[config.mk]
export PLATFORM = sky130hd
export DESIGN_NAME = spi_pkt_master
export DESIGN_NICKNAME = d
export VERILOG_FILES = /design/src/rtl/spi_pkt_pkg.sv /design/src/rtl/spi_fifo.sv /design/src/rtl/spi_prescale.sv /design/src/rtl/spi_shift_engine.sv /design/src/rtl/spi_pkt_master.sv
export SDC_FILE = /design/constraint.sdc
export NUM_CORES = 1
export LEC_CHECK = 0
export BUFFER_PORTS_ARGS = -buffer_cell sky130_fd_sc_hd__buf_2
export CAP_MARGIN = 0
export CELL_PAD_IN_SITES_DETAIL_PLACEMENT = 0
export CELL_PAD_IN_SITES_GLOBAL_PLACEMENT = 1
export CORE_UTILIZATION = 56
export DETAILED_ROUTE_END_ITERATION = 10
export PLACE_DENSITY = 0.95
export RECOVER_POWER = 50
export SETUP_SLACK_MARGIN = 0.02
export SLEW_MARGIN = 20
export SYNTH_ARGS = -nofsm -noshare
export SYNTH_HDL_FRONTEND = slang
export SYNTH_SLANG_ARGS = --single-unit
[constraint.sdc]
create_clock -name clk -period 11.7 [get_ports clk]
set_input_delay 2.925 -clock clk [delete_from_list [all_inputs] [get_ports clk]]
set_output_delay 2.925 -clock clk [all_outputs]
set_load 0.03 [all_outputs]
[src/rtl/spi_pkt_pkg.sv]
`timescale 1ns/1ps
package spi_pkt_pkg;
    typedef enum logic [1:0] {
        ST_IDLE  = 2'd0,
        ST_LEAD  = 2'd1,
        ST_TRAIL = 2'd2,
        ST_DONE  = 2'd3
    } eng_state_t;

    localparam logic [2:0] A_CHAN   = 3'd0;
    localparam logic [2:0] A_CLOCK  = 3'd1;
    localparam logic [2:0] A_MODE   = 3'd2;
    localparam logic [2:0] A_SELECT = 3'd3;
    localparam logic [2:0] A_PACKET = 3'd4;
    localparam logic [2:0] A_STATUS = 3'd5;
    localparam logic [2:0] A_DELAY  = 3'd6;

    function automatic logic [5:0] word_bits(input logic [1:0] sz);
        unique case (sz)
            2'd0:    return 6'd8;
            2'd1:    return 6'd16;
            default: return 6'd32;
        endcase
    endfunction
endpackage

[src/rtl/spi_fifo.sv]
`timescale 1ns/1ps
module spi_fifo #(
    parameter int W     = 32,
    parameter int DEPTH = 8
) (
    input  logic                       clk,
    input  logic                       rst_n,
    input  logic                       flush,
    input  logic                       push,
    input  logic [W-1:0]               wdata,
    input  logic                       pop,
    output logic [W-1:0]               rdata,
    output logic                       full,
    output logic                       empty,
    output logic [$clog2(DEPTH):0]     level
);
    localparam int PTR_W = $clog2(DEPTH);
    localparam int LVL_W = PTR_W + 1;

    logic [W-1:0]     mem [DEPTH];
    logic [PTR_W-1:0] wp_q, rp_q;
    logic [LVL_W-1:0] cnt_q;
    logic             do_push, do_pop;

    assign full    = (cnt_q == LVL_W'(DEPTH));
    assign empty   = (cnt_q == '0);
    assign do_push = push && !full;
    assign do_pop  = pop && !empty;
    assign rdata   = mem[rp_q];
    assign level   = cnt_q;

    always_ff @(posedge clk) begin
        if (do_push) mem[wp_q] <= wdata;
    end

    always_ff @(posedge clk or negedge rst_n) begin
        if (!rst_n) begin
            wp_q <= '0; rp_q <= '0; cnt_q <= '0;
        end else if (flush) begin
            wp_q <= '0; rp_q <= '0; cnt_q <= '0;
        end else begin
            if (do_push) wp_q <= wp_q + 1'b1;
            if (do_pop)  rp_q <= rp_q + 1'b1;
            unique case ({do_push, do_pop})
                2'b10:   cnt_q <= cnt_q + 1'b1;
                2'b01:   cnt_q <= cnt_q - 1'b1;
                default: cnt_q <= cnt_q;
            endcase
        end
    end
endmodule

[src/rtl/spi_prescale.sv]
`timescale 1ns/1ps
module spi_prescale #(
    parameter int PSR_W = 8
) (
    input  logic             clk,
    input  logic             rst_n,
    input  logic             run,
    input  logic [PSR_W-1:0] psr,
    output logic             tick
);
    logic [PSR_W-1:0] cnt_q;

    assign tick = run && (cnt_q == psr);

    always_ff @(posedge clk or negedge rst_n) begin
        if (!rst_n)     cnt_q <= '0;
        else if (!run)  cnt_q <= '0;
        else if (tick)  cnt_q <= '0;
        else            cnt_q <= cnt_q + 1'b1;
    end
endmodule

[src/rtl/spi_shift_engine.sv]
`timescale 1ns/1ps
module spi_shift_engine
    import spi_pkt_pkg::*;
#(
    parameter int DATA_W = 32
) (
    input  logic              clk,
    input  logic              rst_n,
    input  logic              halt,
    input  logic              clk_en,
    input  logic              cpol,
    input  logic              cpha,
    input  logic [1:0]        size,
    input  logic              tx_on,
    input  logic              rx_on,
    input  logic              pkt_en,
    input  logic              pkt_nz,
    input  logic              tx_empty,
    input  logic [DATA_W-1:0] tx_data,
    input  logic              miso,
    input  logic              tick,
    output logic              tx_pop,
    output logic              rx_push,
    output logic [DATA_W-1:0] rx_word,
    output logic              word_done,
    output logic              busy,
    output logic              run,
    output logic              sck,
    output logic              mosi
);
    localparam int CNT_W = $clog2(DATA_W) + 1;

    eng_state_t        state_q, state_d;
    logic [CNT_W-1:0]  bits_q;
    logic [DATA_W-1:0] txs_q, rxs_q, aligned;
    logic              mosi_q, act_q, start, have_tx;
    logic [5:0]        nbits;

    assign nbits   = word_bits(size);
    assign have_tx = tx_on && !tx_empty;
    assign start   = clk_en && (pkt_en ? (rx_on && pkt_nz) : have_tx);
    assign aligned = have_tx ? (tx_data << (6'd32 - nbits)) : '0;

    always_comb begin
        state_d = state_q;
        unique case (state_q)
            ST_IDLE:  if (start) state_d = ST_LEAD;
            ST_LEAD:  if (tick)  state_d = ST_TRAIL;
            ST_TRAIL: if (tick)  state_d = (bits_q == '0) ? ST_DONE : ST_LEAD;
            ST_DONE:  state_d = ST_IDLE;
        endcase
        if (halt) state_d = ST_IDLE;
    end

    always_ff @(posedge clk or negedge rst_n) begin
        if (!rst_n) state_q <= ST_IDLE;
        else        state_q <= state_d;
    end

    always_ff @(posedge clk or negedge rst_n) begin
        if (!rst_n) begin
            bits_q <= '0; txs_q <= '0; rxs_q <= '0; mosi_q <= 1'b0; act_q <= 1'b0;
        end else if (halt) begin
            act_q <= 1'b0; mosi_q <= 1'b0;
        end else begin
            unique case (state_q)
                ST_IDLE: if (start) begin
                    bits_q <= CNT_W'(nbits - 6'd1);
                    rxs_q  <= '0;
                    if (!cpha) begin
                        mosi_q <= aligned[DATA_W-1];
                        txs_q  <= aligned << 1;
                    end else begin
                        txs_q  <= aligned;
                    end
                end
                ST_LEAD: if (tick) begin
                    act_q <= 1'b1;
                    if (cpha) begin
                        mosi_q <= txs_q[DATA_W-1];
                        txs_q  <= txs_q << 1;
                    end else begin
                        rxs_q  <= {rxs_q[DATA_W-2:0], miso};
                    end
                end
                ST_TRAIL: if (tick) begin
                    act_q <= 1'b0;
                    if (cpha) begin
                        rxs_q <= {rxs_q[DATA_W-2:0], miso};
                    end else if (bits_q != '0) begin
                        mosi_q <= txs_q[DATA_W-1];
                        txs_q  <= txs_q << 1;
                    end
                    if (bits_q != '0) bits_q <= bits_q - 1'b1;
                end
                ST_DONE: ;
            endcase
        end
    end

    assign tx_pop    = (state_q == ST_IDLE) && start && have_tx && !halt;
    assign word_done = (state_q == ST_DONE);
    assign rx_push   = word_done && rx_on;
    assign rx_word   = rxs_q;
    assign busy      = (state_q != ST_IDLE);
    assign run       = (state_q == ST_LEAD) || (state_q == ST_TRAIL);
    assign sck       = cpol ^ act_q;
    assign mosi      = mosi_q;

    AST_SCK_IDLE: assert property (@(posedge clk) disable iff (!rst_n)
        (state_q == ST_IDLE) |-> (sck == cpol));
    AST_DONE_AFTER_TRAIL: assert property (@(posedge clk) disable iff (!rst_n)
        (state_q == ST_DONE) |-> ($past(state_q) == ST_TRAIL));
    AST_GATED_STAY: assert property (@(posedge clk) disable iff (!rst_n)
        (state_q == ST_IDLE && !clk_en) |=> (state_q == ST_IDLE));
endmodule

[src/rtl/spi_pkt_master.sv]
`timescale 1ns/1ps
module spi_pkt_master
    import spi_pkt_pkg::*;
#(
    parameter int FIFO_DEPTH = 8,
    parameter int PSR_W      = 8,
    parameter int CNT_W      = 16
) (
    input  logic        clk,
    input  logic        rst_n,
    input  logic        reg_wr,
    input  logic [2:0]  reg_addr,
    input  logic [31:0] reg_wdata,
    output logic [31:0] reg_rdata,
    input  logic        tx_push,
    input  logic [31:0] tx_wdata,
    output logic        tx_full,
    input  logic        rx_pop,
    output logic [31:0] rx_rdata,
    output logic        rx_empty,
    output logic        sck,
    output logic        mosi,
    input  logic        miso,
    output logic        ss_n
);
    localparam int LVL_W = $clog2(FIFO_DEPTH) + 1;

    logic [6:0]       chan_q;
    logic [PSR_W:0]   clkcfg_q;
    logic [1:0]       ch_sz_q, bus_sz_q, sel_q, delay_q;
    logic             pkt_en_q;
    logic [CNT_W-1:0] pkt_cnt_q;

    logic             soft_rst, tx_empty, tx_pop, rx_push, rx_full, word_done;
    logic             busy, run, tick, pkt_wr;
    logic [31:0]      tx_head, rx_word;
    logic [LVL_W-1:0] tx_lvl, rx_lvl;
    logic             unused_bits;

    assign soft_rst    = chan_q[5];
    assign pkt_wr      = reg_wr && (reg_addr == A_PACKET);
    assign unused_bits = ^{reg_wdata[31], reg_wdata[28:19], rx_full};

    always_ff @(posedge clk or negedge rst_n) begin
        if (!rst_n) begin
            chan_q <= '0; clkcfg_q <= '0; ch_sz_q <= '0; bus_sz_q <= '0;
            sel_q <= 2'b01; delay_q <= '0; pkt_en_q <= 1'b0; pkt_cnt_q <= '0;
        end else begin
            if (reg_wr) begin
                unique case (reg_addr)
                    A_CHAN:   chan_q   <= reg_wdata[6:0];
                    A_CLOCK:  clkcfg_q <= reg_wdata[PSR_W:0];
                    A_MODE:   begin ch_sz_q <= reg_wdata[30:29]; bus_sz_q <= reg_wdata[18:17]; end
                    A_SELECT: sel_q    <= reg_wdata[1:0];
                    A_DELAY:  delay_q  <= reg_wdata[1:0];
                    default:  ;
                endcase
            end
            if (pkt_wr) begin
                pkt_en_q  <= reg_wdata[16];
                pkt_cnt_q <= reg_wdata[CNT_W-1:0];
            end else if (word_done && pkt_en_q && pkt_cnt_q != '0) begin
                pkt_cnt_q <= pkt_cnt_q - 1'b1;
            end
        end
    end

    always_comb begin
        unique case (reg_addr)
            A_CHAN:   reg_rdata = {25'b0, chan_q};
            A_CLOCK:  reg_rdata = 32'(clkcfg_q);
            A_MODE:   reg_rdata = {1'b0, ch_sz_q, 10'b0, bus_sz_q, 17'b0};
            A_SELECT: reg_rdata = {30'b0, sel_q};
            A_PACKET: reg_rdata = {15'b0, pkt_en_q, 16'(pkt_cnt_q)};
            A_STATUS: reg_rdata = {15'b0, busy, 8'(rx_lvl), 8'(tx_lvl)};
            A_DELAY:  reg_rdata = {30'b0, delay_q};
            default:  reg_rdata = '0;
        endcase
    end

    spi_fifo #(.W(32), .DEPTH(FIFO_DEPTH)) u_tx_fifo (
        .clk(clk), .rst_n(rst_n), .flush(soft_rst),
        .push(tx_push), .wdata(tx_wdata), .pop(tx_pop), .rdata(tx_head),
        .full(tx_full), .empty(tx_empty), .level(tx_lvl)
    );

    spi_fifo #(.W(32), .DEPTH(FIFO_DEPTH)) u_rx_fifo (
        .clk(clk), .rst_n(rst_n), .flush(soft_rst),
        .push(rx_push), .wdata(rx_word), .pop(rx_pop), .rdata(rx_rdata),
        .full(rx_full), .empty(rx_empty), .level(rx_lvl)
    );

    spi_prescale #(.PSR_W(PSR_W)) u_prescale (
        .clk(clk), .rst_n(rst_n), .run(run), .psr(clkcfg_q[PSR_W-1:0]), .tick(tick)
    );

    spi_shift_engine #(.DATA_W(32)) u_engine (
        .clk(clk), .rst_n(rst_n), .halt(soft_rst), .clk_en(clkcfg_q[PSR_W]),
        .cpol(chan_q[3]), .cpha(chan_q[2]), .size(ch_sz_q),
        .tx_on(chan_q[0]), .rx_on(chan_q[1]),
        .pkt_en(pkt_en_q), .pkt_nz(pkt_cnt_q != '0),
        .tx_empty(tx_empty), .tx_data(tx_head), .miso(miso), .tick(tick),
        .tx_pop(tx_pop), .rx_push(rx_push), .rx_word(rx_word), .word_done(word_done),
        .busy(busy), .run(run), .sck(sck), .mosi(mosi)
    );

    assign ss_n = sel_q[1] ? !busy : sel_q[0];

    AST_PKT_COUNT_DOWN: assert property (@(posedge clk) disable iff (!rst_n)
        (word_done && pkt_en_q && pkt_cnt_q != '0 && !pkt_wr)
        |=> (pkt_cnt_q == $past(pkt_cnt_q) - 1'b1));
    AST_SOFT_RESET_FLUSH: assert property (@(posedge clk) disable iff (!rst_n)
        soft_rst |=> (tx_lvl == '0 && rx_lvl == '0));
endmodule

* Word level (Yosys, flattened, before mapping) *
Memory sizes are Yosys's and may differ from the RTL's.
Cells that the tools add are included.
W data, S select, Z words.

word-level totals
  register bits after elaboration = 143
  RAM bits = 512
  output and inout port bits = 69
  logic and storage cells = 186
  memories kept = 2

operators by class
  add/subtract/negate cells = 13
  equality and inequality tests = 32
  shift operators = 1
  mux-type cells = 62
  bitwise logic cells = 2
  reduce and logical (&&, ||, !) cells = 53

memory list
  name           words  width  rd ports  clocked after Yosys merged registers in  write ports  RTL line        source
  u_rx_fifo.mem  8      32     1         0                                        1            spi_fifo.sv:20  logic [W-1:0] mem [DEPTH];
  u_tx_fifo.mem  8      32     1         0                                        1            spi_fifo.sv:20

operators by type and width
  cell                     count
  $mux W32                 13
  $pmux W31 S7             1
  $pmux W32 S3             2
  $mux W16                 2
  $shl A32 B6 Y32          1
  $mux W3                  8
  $pmux W6 S2              2
  $mux W6                  3
  $mux W1                  17
  $mux W8                  2
  $pmux W4 S2              2
  $reduce_and A8 Y1        2
  $reduce_bool A16 Y1      1
  $sub A16 B1 Y16 const B  1
  $logic_and A1 B1 Y1      15
  $ne A3 B3 Y1 const B     5
  $reduce_bool A2 Y1       7
  $add A3 B1 Y3 const B    4
  $ne A2 B2 Y1 const B     6
  $reduce_bool A3 Y1       4
  $sub A6 B1 Y6 const B    2
  $mux W2                  5
  $reduce_and A2 Y1        5
  $eq A3 B3 Y1 const B     3
  other kinds (29)         50

* Longest topological paths before layout *
  depth after elaboration = 12
  mapped depth = 13
  gate-level depth less buffers = 12

* Modules after synthesis *
A second synthesis with hierarchy kept.

second synthesis, totals
  cell total of the unflattened synthesis = 1621
  area total of the unflattened synthesis = 28001.9 um^2

modules (own cells, without submodules)
  module                 instances  cells each  area each (um^2)  seq. area each (um^2)
  spi_fifo at u_rx_fifo  1          449         10309.9           7937.6
  spi_fifo at u_tx_fifo  1          449         10259.8           7937.6
  spi_shift_engine       1          435         4495.6            1851.8
  spi_pkt_master         1          241         2452.4            1027.2
  spi_prescale           1          47          484.2             200.2

* Least setup slack after synthesis *
No wires, ideal clock.

  path kind = input-to-output
  start = input reg_addr[0]
  end = output reg_rdata[16]
  data arrival time = 4.487 ns
  data required time = 8.775 ns
  path slack = 4.288 ns
  stages on the path = 4
  buffers on the path = 2
  path through = clkbuf_1 -> clkbuf_1 -> nor2_1 -> a211oi_1

on the way
  longest elaborated chain between the ends = 2
  elaborated cells on any way between the ends = 8
  those cells by class = 6 x eq/ne; 1 x mux; 1 x reduce/logical

RTL lines
  element                                     RTL line              source
  start, declared                             spi_pkt_master.sv:12  input logic [2:0] reg_addr,
  $eq A3 B3 Y1, or another cell as far along  spi_pkt_master.sv:69  unique case (reg_addr)
  $pmux W31 S7 *                              spi_pkt_master.sv:69
  end, declared                               spi_pkt_master.sv:14  output logic [31:0] reg_rdata,

Every way passes the cells marked *; elsewhere a longest branch is shown, timed or not.

* Worst setup path after layout *
  start = input reg_addr[0]
  end = output reg_rdata[1]

The elaborated chain is that of the path after synthesis.

==> results_dict.tcl <==
set metrics [dict create \
    status "complete, but fails checks" \
    violations "capacitance limit, slew limit" \
    timing.rr.end "u_engine.txs_q[15]" \
    design_area_um2 31300 \
    register_area_um2 19000 \
    clock-sinks 655 \
    fillers 3325 \
    postLayoutCoreUtil_pct 63.6 \
    tritoncts "done" \
    placed_area_um2 29200 \
    drive_above_1_share_pct 21.9 \
    fin_crit_sh_pct 63.0 \
    portBuffers 119 \
    slew_headroom_pct -134 \
    gp_congestion 0.908 \
    groute.usage.overall_pct 24.9 \
    rr_startpoint "u_engine.state_q[0]" \
    min_from "u_engine.txs_q[17]" \
    dp_slack_ns 4.36 \
    p_leak_nw 10.7 \
    grt_first_pass_wirelength_um 94500 \
    start_kind "input pin" \
    tns_ns 0 \
    crit_required_ns 8.78 \
    globalRouteOverflowTotal 0 \
    cp_common_cell "buf_2" \
    clock_path_buffers 3 \
    async_flop_share_pct 21.8 \
    synth.top_cells.by_area "edfxtp_1, dfrtp_1, mux4_2" \
    crit_end "reg_rdata[1]" \
    whs_ns 0.495 \
    drtIter0Drc 1529 \
    coreArea_um2 49200 \
    postSynthAreaPerCell_um2 16.1 \
    die_area_um2 50900 \
    num-nets-final 1950 \
    critical_path.top_delay_family "buffers and inverters" \
    critPathBufInv 2 \
    dpl.hpwl_um 35400 \
    crit_chain "buf_2 -> nor2b_1 -> a22oi_1 -> o221ai_1 -> buf_2" \
    final.min_clock_period_ns 7.37 \
    netlist.area_leader.share_pct 54.9 \
    antenna_found_initial 2 \
    drv_cap 7 \
    wl_per_cell_um 24.2 \
    multiInputGateArea_um2 8370 \
    vias 16100 \
    num_io_pins 142 \
    grt_pass1_vias 16300 \
    grt_max_degree 77 \
    synth_edf_count 512 \
    syn_inst 1733 \
    worstPathArrival_ns 4.44 \
    post_cts_resized 0 \
    endpoint_kind "primary output" \
    fin_ws_ns 4.33 \
    synthToLayoutAreaGrowth_pct 11.8 \
    drt_wl_total_um 62200 \
    viasPerCell 6.25 \
    cpPeakStageDelay_ns 0.41 \
    cp_num_cells 5 \
    initial_core_util_pct 56.9 \
    ys_ff_latch 655 \
    yosys.area.top_type "edfxtp_1" \
    cts_buffers 66 \
    max_freq_ghz 0.136 \
    worstRegToRegCells 7 \
    path_clk_slew_ns 0.06 \
    synthTopCellsByCount "edfxtp_1, dfrtp_1, nand2_1, mux2i_1, mux4_2" \
    crit_slowest_cell "buf_2" \
    stdcell_count 2576 \
    worstHoldPathType "flip-flop to flip-flop" \
    slew_viol_final 258 \
    cts_max_level 3 \
    p_total_mw 6.64 \
    critPathMaxFanout 21 \
    die_width_um 226 \
    tightest_slew_ns 3.51 \
    setup_violations 0 \
    crit_path_start "reg_addr[0]" \
    synth_cell_type_count 86 \
    drt-pass1-iter-count 6 \
    synthFlopType "edfxtp_1" \
    yosysMostFrequentCell "edfxtp_1" \
    worstSkewPairLatency_ns 0.62 \
    rows 81 \
    yosysWarnings 0 \
    crit_type "input pin to primary output" \
    ys_seq_area_share_pct 67.7 \
    root_buffer "clkbuf_16" \
    max-vdd-ir-drop_uv 121 \
    powerDensity_nw_per_um2 212 \
    netlist_area_um2 28000 \
    placed_cells 2455 \
    ctsHoldBuffers 0 \
    drc 0 \
    skew_ns 0.0298 \
    rsz0062_at_grt "false" \
    drtAntennaViolNets 0 \
    r2r_slack_ns 6.45 \
    post_cts_buffers 0 \
    finalHoldViolCount 0 \
    die_h_um 226 \
]
[registers in the layout, summed over array words and instances (netlist names), 3 cells and up]
name and cells:
chan_q 7, clkcfg_q 9, pkt_cnt_q 16, u_engine.bits_q 6, u_engine.rx_word 32, u_engine.txs_q 32, u_prescale.cnt_q 8, u_rx_fifo.level 4
u_rx_fifo.mem 256, u_rx_fifo.rp_q 3, u_rx_fifo.wp_q 3, u_tx_fifo.level 4, u_tx_fifo.mem 256, u_tx_fifo.rp_q 3, u_tx_fifo.wp_q 3
[worst min-delay path by stage]
stage / end / cells after the start
after global placement: u_engine.txs_q[11] / 1
after global routing: u_engine.txs_q[11] / 1
after detailed placement: u_engine.txs_q[8] / 1
final: u_engine.txs_q[17] / 1
after CTS: u_engine.txs_q[11] / 1
after floorplan: u_engine.txs_q[11] / 1
[power breakdown]
group,switching [mW],internal (mW)
Clock,0.903,1.17
Combinational,1.03,0.679
Sequential,0.161,2.70
[cell usage in the layout (no fill, tap or decap), types with 7 or more instances in the layout]
cell type and count:
nor3_1 23, nor4_1 8, a31oi_1 7, nand2_1 136
ha_1 16, nor2b_1 10, edfxtp_1 512, buf_4 23
clkinv_2 13, mux4_1 9, dfrtp_1 138, a22oi_1 34
or3_1 10, a32o_1 7, nand3_1 20, conb_1 11
buf_2 86, xnor2_1 29, clkbuf_1 47, mux2i_1 117
a21oi_1 20, nor2_1 68, clkbuf_16 66, a221o_1 7
o21ai_0 52, and2_1 12, xor2_1 14, o21ai_1 7
o221ai_1 8, o311ai_0 7, mux4_2 94, clkinv_1 9
clkbuf_8 7, inv_1 51, nand2b_1 9, mux2_1 10
mux2_2 78
[layout make-up]
type	instances	share of cell area, %
Antenna cell	1	0.00800
Clock buffer	82	5.70
Clock inverter	38	1.16
Inverter	53	0.636
Multi-Input combinational cell	934	26.8
Sequential cell	655	60.6
Tap cell	664	2.66
Timing Repair Buffer	149	2.46
[worst reg2reg max path, cell delays in order (launching register included)]
cell and delay (ns):
dfrtp_1 0.43, inv_1 0.13, ha_2 0.34, clkbuf_1 2.45
nor2_1 0.73, nand2_1 0.51, o21ai_0 0.21, mux2_1 0.33
[metal layers]
layer	GRT usage, %	part of all wire [%]
met5	0	0.021
met1	32.2	39
met2	42.1	52
met3	4.26	7.0
met4	9.70	2.7
[kinds of logic (layout without fill, tap and decap cells)]
| group | Yosys count | in the layout | synth area share [%] |
|---|---|---|---|
| AO/OA/AOI/OAI | 213 | 213 | 5.45 |
| other | 1 | 12 | 0.0134 |
| adder cells (fa/ha/maj) | 18 | 18 | 0.832 |
| AND/OR/NAND/NOR | 341 | 341 | 5.77 |
| buffers and inverters | 154 | 322 | 2.72 |
| multiplexers | 308 | 308 | 16.1 |
| XOR/XNOR | 43 | 43 | 1.35 |
| flip-flops | 655 | 655 | 67.7 |
Power figures use the tool's default switching activity.
